### config.mk
export PLATFORM = sky130hd
export DESIGN_NAME = sdac_rx
export DESIGN_NICKNAME = d
export VERILOG_FILES = /design/src/rtl/sdac_pkg.sv /design/src/rtl/sdac_sync.sv /design/src/rtl/sdac_shifter.sv /design/src/rtl/sdac_regs.sv /design/src/rtl/sdac_rx.sv
export SDC_FILE = /design/constraint.sdc
export NUM_CORES = 1
export LEC_CHECK = 0
export ABC_AREA = 0
export BUFFER_PORTS_ARGS = -buffer_cell sky130_fd_sc_hd__buf_2
export CAP_MARGIN = 25
export CORE_MARGIN = 10
export CORE_UTILIZATION = 50
export CTS_BUF_LIST = sky130_fd_sc_hd__clkbuf_4 sky130_fd_sc_hd__clkbuf_8
export CTS_CLUSTER_DIAMETER = 100
export CTS_CLUSTER_SIZE = 28
export DETAILED_ROUTE_END_ITERATION = 16
export PLACE_DENSITY = 0.76
export SLEW_MARGIN = 20
export SYNTH_ARGS = -nofsm -noshare
export SYNTH_HDL_FRONTEND = slang
export SYNTH_SLANG_ARGS = --single-unit
export TNS_END_PERCENT = 10
### constraint.sdc
create_clock -name clk -period 2.5 [get_ports clk]
set_clock_uncertainty 0.2 [all_clocks]
set_input_delay 0.375 -clock clk [delete_from_list [all_inputs] [get_ports clk]]
set_output_delay 0.375 -clock clk [all_outputs]
set_load 0.05 [all_outputs]
### src/rtl/sdac_pkg.sv
package sdac_pkg;
   localparam int CMD_W = 3;

   typedef enum logic [CMD_W-1:0] {
      CMD_NOP     = 3'b000,
      CMD_STAGE   = 3'b001,
      CMD_DIRECT  = 3'b010,
      CMD_BOTH    = 3'b011,
      CMD_XFER    = 3'b100,
      CMD_SLEEP   = 3'b101,
      CMD_RSV6    = 3'b110,
      CMD_RSV7    = 3'b111
   } sdac_cmd_e;
endpackage

### src/rtl/sdac_sync.sv
module sdac_sync #(
   parameter int             N      = 3,
   parameter int             STAGES = 2,
   parameter logic [N-1:0]   RST    = '0
) (
   input  logic         clk,
   input  logic         rst_n,
   input  logic [N-1:0] d,
   output logic [N-1:0] q
);
   generate
      if (STAGES == 0) begin : g_bypass
         // inputs already in the clk domain
         assign q = d;
      end else begin : g_chain
         logic [N-1:0] stg [STAGES];
         always_ff @(posedge clk or negedge rst_n) begin
            if (!rst_n) begin
               for (int i = 0; i < STAGES; i++) stg[i] <= RST;
            end else begin
               stg[0] <= d;
               for (int i = 1; i < STAGES; i++) stg[i] <= stg[i-1];
            end
         end
         assign q = stg[STAGES-1];
      end
   endgenerate
endmodule

### src/rtl/sdac_shifter.sv
module sdac_shifter #(
   parameter int PAY_W   = 13,
   parameter int FRAME_W = 16,
   parameter int CNT_W   = 5
) (
   input  logic             clk,
   input  logic             rst_n,
   input  logic             cs_s,
   input  logic             sclk_s,
   input  logic             din_s,
   output logic [PAY_W-1:0] payload,
   output logic [CNT_W-1:0] bit_cnt,
   output logic             frame_done
);
   localparam logic [CNT_W-1:0] PAY_N  = CNT_W'(PAY_W);
   localparam logic [CNT_W-1:0] FULL_N = CNT_W'(FRAME_W);
   localparam logic [CNT_W-1:0] SAT_N  = CNT_W'(FRAME_W + 1);

   logic sclk_d, cs_d;
   logic sclk_rise, cs_rise;

   assign sclk_rise = sclk_s & ~sclk_d;
   assign cs_rise   = cs_s & ~cs_d;

   always_ff @(posedge clk or negedge rst_n) begin
      if (!rst_n) begin
         sclk_d  <= 1'b0;
         cs_d    <= 1'b1;
         bit_cnt <= '0;
         payload <= '0;
      end else begin
         sclk_d <= sclk_s;
         cs_d   <= cs_s;
         if (cs_s) begin
            bit_cnt <= '0;
         end else if (sclk_rise) begin
            // only the command and data bits are stored; filler bits are counted
            if (bit_cnt < PAY_N) payload <= {payload[PAY_W-2:0], din_s};
            if (bit_cnt != SAT_N) bit_cnt <= bit_cnt + 1'b1;
         end
      end
   end

   assign frame_done = cs_rise & (bit_cnt == FULL_N);
endmodule

### src/rtl/sdac_regs.sv
module sdac_regs
   import sdac_pkg::*;
#(
   parameter int DATA_W = 10
) (
   input  logic              clk,
   input  logic              rst_n,
   input  logic              commit,
   input  logic [CMD_W-1:0]  cmd,
   input  logic [DATA_W-1:0] data,
   output logic [DATA_W-1:0] in_q,
   output logic [DATA_W-1:0] dac_q,
   output logic              shdn_q
);
   sdac_cmd_e op;
   assign op = sdac_cmd_e'(cmd);

   always_ff @(posedge clk or negedge rst_n) begin
      if (!rst_n) begin
         in_q   <= '0;
         dac_q  <= '0;
         shdn_q <= 1'b0;
      end else if (commit) begin
         case (op)
            CMD_STAGE:  in_q <= data;
            CMD_DIRECT: begin
               dac_q  <= data;
               shdn_q <= 1'b0;
            end
            CMD_BOTH: begin
               in_q   <= data;
               dac_q  <= data;
               shdn_q <= 1'b0;
            end
            CMD_XFER: begin
               dac_q  <= in_q;
               shdn_q <= 1'b0;
            end
            CMD_SLEEP:  shdn_q <= 1'b1;
            default:    ;
         endcase
      end
   end
endmodule

### src/rtl/sdac_rx.sv
module sdac_rx
   import sdac_pkg::*;
#(
   parameter int DATA_W      = 10,
   parameter int SUB_W       = 3,
   parameter int SYNC_STAGES = 2
) (
   input  logic              clk,
   input  logic              rst_n,
   input  logic              cs_n,
   input  logic              sclk,
   input  logic              sdin,
   output logic [DATA_W-1:0] dac_code,
   output logic              shdn
);
   localparam int PAY_W   = CMD_W + DATA_W;
   localparam int FRAME_W = PAY_W + SUB_W;
   localparam int CNT_W   = $clog2(FRAME_W + 2);

   generate
      if (DATA_W < 1) begin : g_bad_data
         $error("sdac_rx: DATA_W must be at least 1");
      end
      if (SUB_W < 0) begin : g_bad_sub
         $error("sdac_rx: SUB_W must not be negative");
      end
      if (SYNC_STAGES == 1 || SYNC_STAGES < 0) begin : g_bad_sync
         $error("sdac_rx: SYNC_STAGES must be 0 or at least 2");
      end
   endgenerate

   logic [2:0]        pins_s;
   logic [PAY_W-1:0]  payload;
   logic [CNT_W-1:0]  bit_cnt;
   logic              commit_go;
   logic [CMD_W-1:0]  frm_cmd;
   logic [DATA_W-1:0] frm_data;
   logic [DATA_W-1:0] in_q;

   sdac_sync #(
      .N      (3),
      .STAGES (SYNC_STAGES),
      .RST    (3'b100)
   ) u_sync (
      .clk   (clk),
      .rst_n (rst_n),
      .d     ({cs_n, sclk, sdin}),
      .q     (pins_s)
   );

   sdac_shifter #(
      .PAY_W   (PAY_W),
      .FRAME_W (FRAME_W),
      .CNT_W   (CNT_W)
   ) u_shift (
      .clk        (clk),
      .rst_n      (rst_n),
      .cs_s       (pins_s[2]),
      .sclk_s     (pins_s[1]),
      .din_s      (pins_s[0]),
      .payload    (payload),
      .bit_cnt    (bit_cnt),
      .frame_done (commit_go)
   );

   assign frm_cmd  = payload[PAY_W-1 -: CMD_W];
   assign frm_data = payload[DATA_W-1:0];

   sdac_regs #(
      .DATA_W (DATA_W)
   ) u_regs (
      .clk    (clk),
      .rst_n  (rst_n),
      .commit (commit_go),
      .cmd    (frm_cmd),
      .data   (frm_data),
      .in_q   (in_q),
      .dac_q  (dac_code),
      .shdn_q (shdn)
   );
endmodule

==> results_dict.tcl <==
set metrics [dict create \
    status "finished clean" \
    syn_nets 144 \
    vias 1132 \
    crit_fanout 10 \
    dieArea_um2 6938 \
    cts.repair.resized 0 \
    cts_tree "built" \
    rsz0062_at_grt "no" \
    netlist_area_um2 2003 \
    via_per_inst 5.340 \
    antenna_found_initial 0 \
    synth_cells 136 \
    p_per_area_nw_per_um2 659.8 \
    fin_ws_ns 0.2149 \
    fill_cells 289 \
    syn_avg_cell_area_um2 14.73 \
    area_growth_pct 13.99 \
    min_path_type "reg -> reg" \
    insertion_delay_ns 0.29 \
    core_area_um2 3771 \
    ant_nets 0 \
    synth_edf_count 0 \
    min_period_ns 2.285 \
    p_leak_nw 1.090 \
    hold_viol 0 \
    cts_root_buf "clkbuf_8" \
    slew_headroom_pct 57.20 \
    yosysTopAreaCell "dfrtp_1" \
    ys_seq_area_share_pct 58.90 \
    ys_ff_latch 47 \
    cap_violations 0 \
    cp-start-kind "register" \
    synth-main-ff-cell "dfrtp_1" \
    setup_viol 0 \
    ys.warnings.count 0 \
    rows 22 \
    grt_use_total_pct 9.504 \
    fin_total_pwr_w 0.001507 \
    port-buffer-count 15 \
    finalMaxSlewViolations 0 \
    crit_type "reg -> reg" \
    drive_above_1_share_pct 46.95 \
    synthDistinctLibCells 27 \
    num_antenna_cells 0 \
    post-cts-setup-buffer-count 0 \
    clk_pin_slew_ns 0.08 \
    die_h_um 83.30 \
    clock_sinks 47 \
    start_util_pct 53.12 \
    cts_hold_buf 4 \
    worst_pin_slew_ns 0.6420 \
    peakVddDrop_mv 0.5648 \
    clockBufferDepth 2 \
    max_freq_ghz 0.4376 \
    grt_overflow_total 0 \
    synth_top_area_share_pct 54.97 \
    wirelength_um 3122 \
    grt_pass1_wl_um 5554 \
    first_iter_violations 92 \
    finalSetupTns_ns 0 \
    crit_required_ns 2.48 \
    first_pass_iters 4 \
    cts-htree-levels 2 \
    cts_buffers 5 \
    grt_max_degree 31 \
    grt_pass1_vias 1229 \
    route.detailed.drc 0 \
    critical_path.endpoint_type "register" \
    die_w_um 83.30 \
    wl_per_cell_um 14.73 \
    layout.cells.non_filler 212 \
    arrival_ns 2.26 \
    design_area_um2 2283 \
    min_period_over_period_pct 91.40 \
    place_congestion 0.7304 \
    synth.area.top_cells "dfrtp_1 (55%), mux2_2 (25%), dfstp_2 (3.9%)" \
    num-nets-final 171 \
    dp_cells 200 \
    dp_slack_ns 0.2074 \
    io_pins 16 \
    dpl_cell_area_um2 2155 \
    synthArstFlopShare_pct 100.0 \
    hpwl_um 2201 \
]
[registers in the layout, indices dropped and copies added (netlist names)]
| register | cells |
|---|---|
| u_sync.q | 3 |
| u_shift.bit_cnt | 5 |
| u_sync.g_chain.stg | 3 |
| u_shift.sclk_d | 1 |
| u_shift.cs_d | 1 |
| u_regs.shdn_q | 1 |
| u_regs.dac_q | 10 |
| u_regs.in_q | 10 |
| u_shift.payload | 13 |
[cells in the mapped netlist, types with 2 or more instances]
master	count
nand2b_1	5
dfstp_2	3
dfrtp_1	44
o21ai_0	3
inv_1	4
buf_2	2
nand2_1	2
a211o_1	2
a21oi_1	3
nor2_1	3
nand3b_1	2
nor3b_1	2
or3_1	2
mux2_2	44
ha_1	3
[through the flow]
step | hold slack (ns) | util, %
2_1_floorplan | -0.1206 | -
3_3_place_gp | 0.1332 | 57.13
3_5_place_dp | 0.1387 | 57.13
4_1_cts | 0.1579 | 60.55
5_1_grt | 0.1598 | 60.55
6_report | 0.1551 | 60.55
[power breakdown]
part	leakage (nW)	switching (W)	internal (W)	total (W)
registers	0.622	0.0000636	0.000832	0.000895
clock network	0.0446	0.000233	0.000206	0.000440
logic	0.424	0.0000607	0.000111	0.000172
[layer usage]
layer | wire length (um) | share of wire, % | vias to the layer above | track usage (%)
li1 | - | - | 543 | -
met1 | 1414 | 45 | 566 | 10.71
met2 | 1553 | 50 | 19 | 15.99
met3 | 127 | 4.1 | 4 | 3.516
met4 | 27 | 0.86 | 0 | 3.385
met5 | 0 | 0 | - | 0
[final cells by class]
class / instances / area (um^2) / area share, %
Multi-Input combinational cell: 81 / 787.0 / 34.47
Timing Repair Buffer: 24 / 152.6 / 6.685
Inverter: 4 / 15.01 / 0.6575
Clock inverter: 2 / 12.51 / 0.5479
Tap cell: 48 / 60.06 / 2.630
Clock buffer: 6 / 76.32 / 3.342
Sequential cell: 47 / 1180 / 51.67
[kinds of logic after synthesis]
logic type / Yosys count / share of synthesized area (%)
AND/OR/NAND/NOR: 22 / 7.870
buffers and inverters: 8 / 1.811
multiplexers: 45 / 25.23
flip-flops: 47 / 58.90
adder cells (fa/ha/maj): 3 / 1.874
AO/OA/AOI/OAI: 11 / 4.310
[worst max-delay path, cell delays in order, from the launching register on]
cell and delay (ns):
dfrtp_1 0.44, inv_1 0.10, ha_1 0.19, nand4bb_4 0.15, or4b_1 0.72, mux2_2 0.36
[cells in the final DEF (no fill, tap or decap), drive strengths merged]
cell          n
mux2         44
dfrtp        44
buf          20
clkbuf        6
nand2b        5
inv           4
dlygate4sd3   4
a21oi         3
nor2          3
o21ai         3
ha            3
dfstp         3
nand3b        2
nand2         2
a211o         2
nor3b         2
or3           2
a311o         1
a41oi         1
mux2i         1
nor4b         1
nand4bb       1
nor3          1
or3b          1
a211oi        1
or4b          1
nand3         1
clkinvlp      1
clkinv        1
[final timing paths]
kind	end	startpoint	cells past startpoint	slack [ns]
min in group asynchronous	u_regs.in_q[0]	rst_n	2	0.44
worst max register to register	u_regs.in_q[2]	u_shift.bit_cnt[0]	5	0.21
worst min register to register	u_sync.q[1]	u_sync.g_chain.stg[4]	0	0.16
worst max-delay path	u_regs.in_q[2]	u_shift.bit_cnt[0]	5	0.21
worst min-delay path	u_sync.q[1]	u_sync.g_chain.stg[4]	0	0.16
max in group asynchronous	u_sync.q[2]	rst_n	3	1.00
Power figures use the tool's default switching activity.
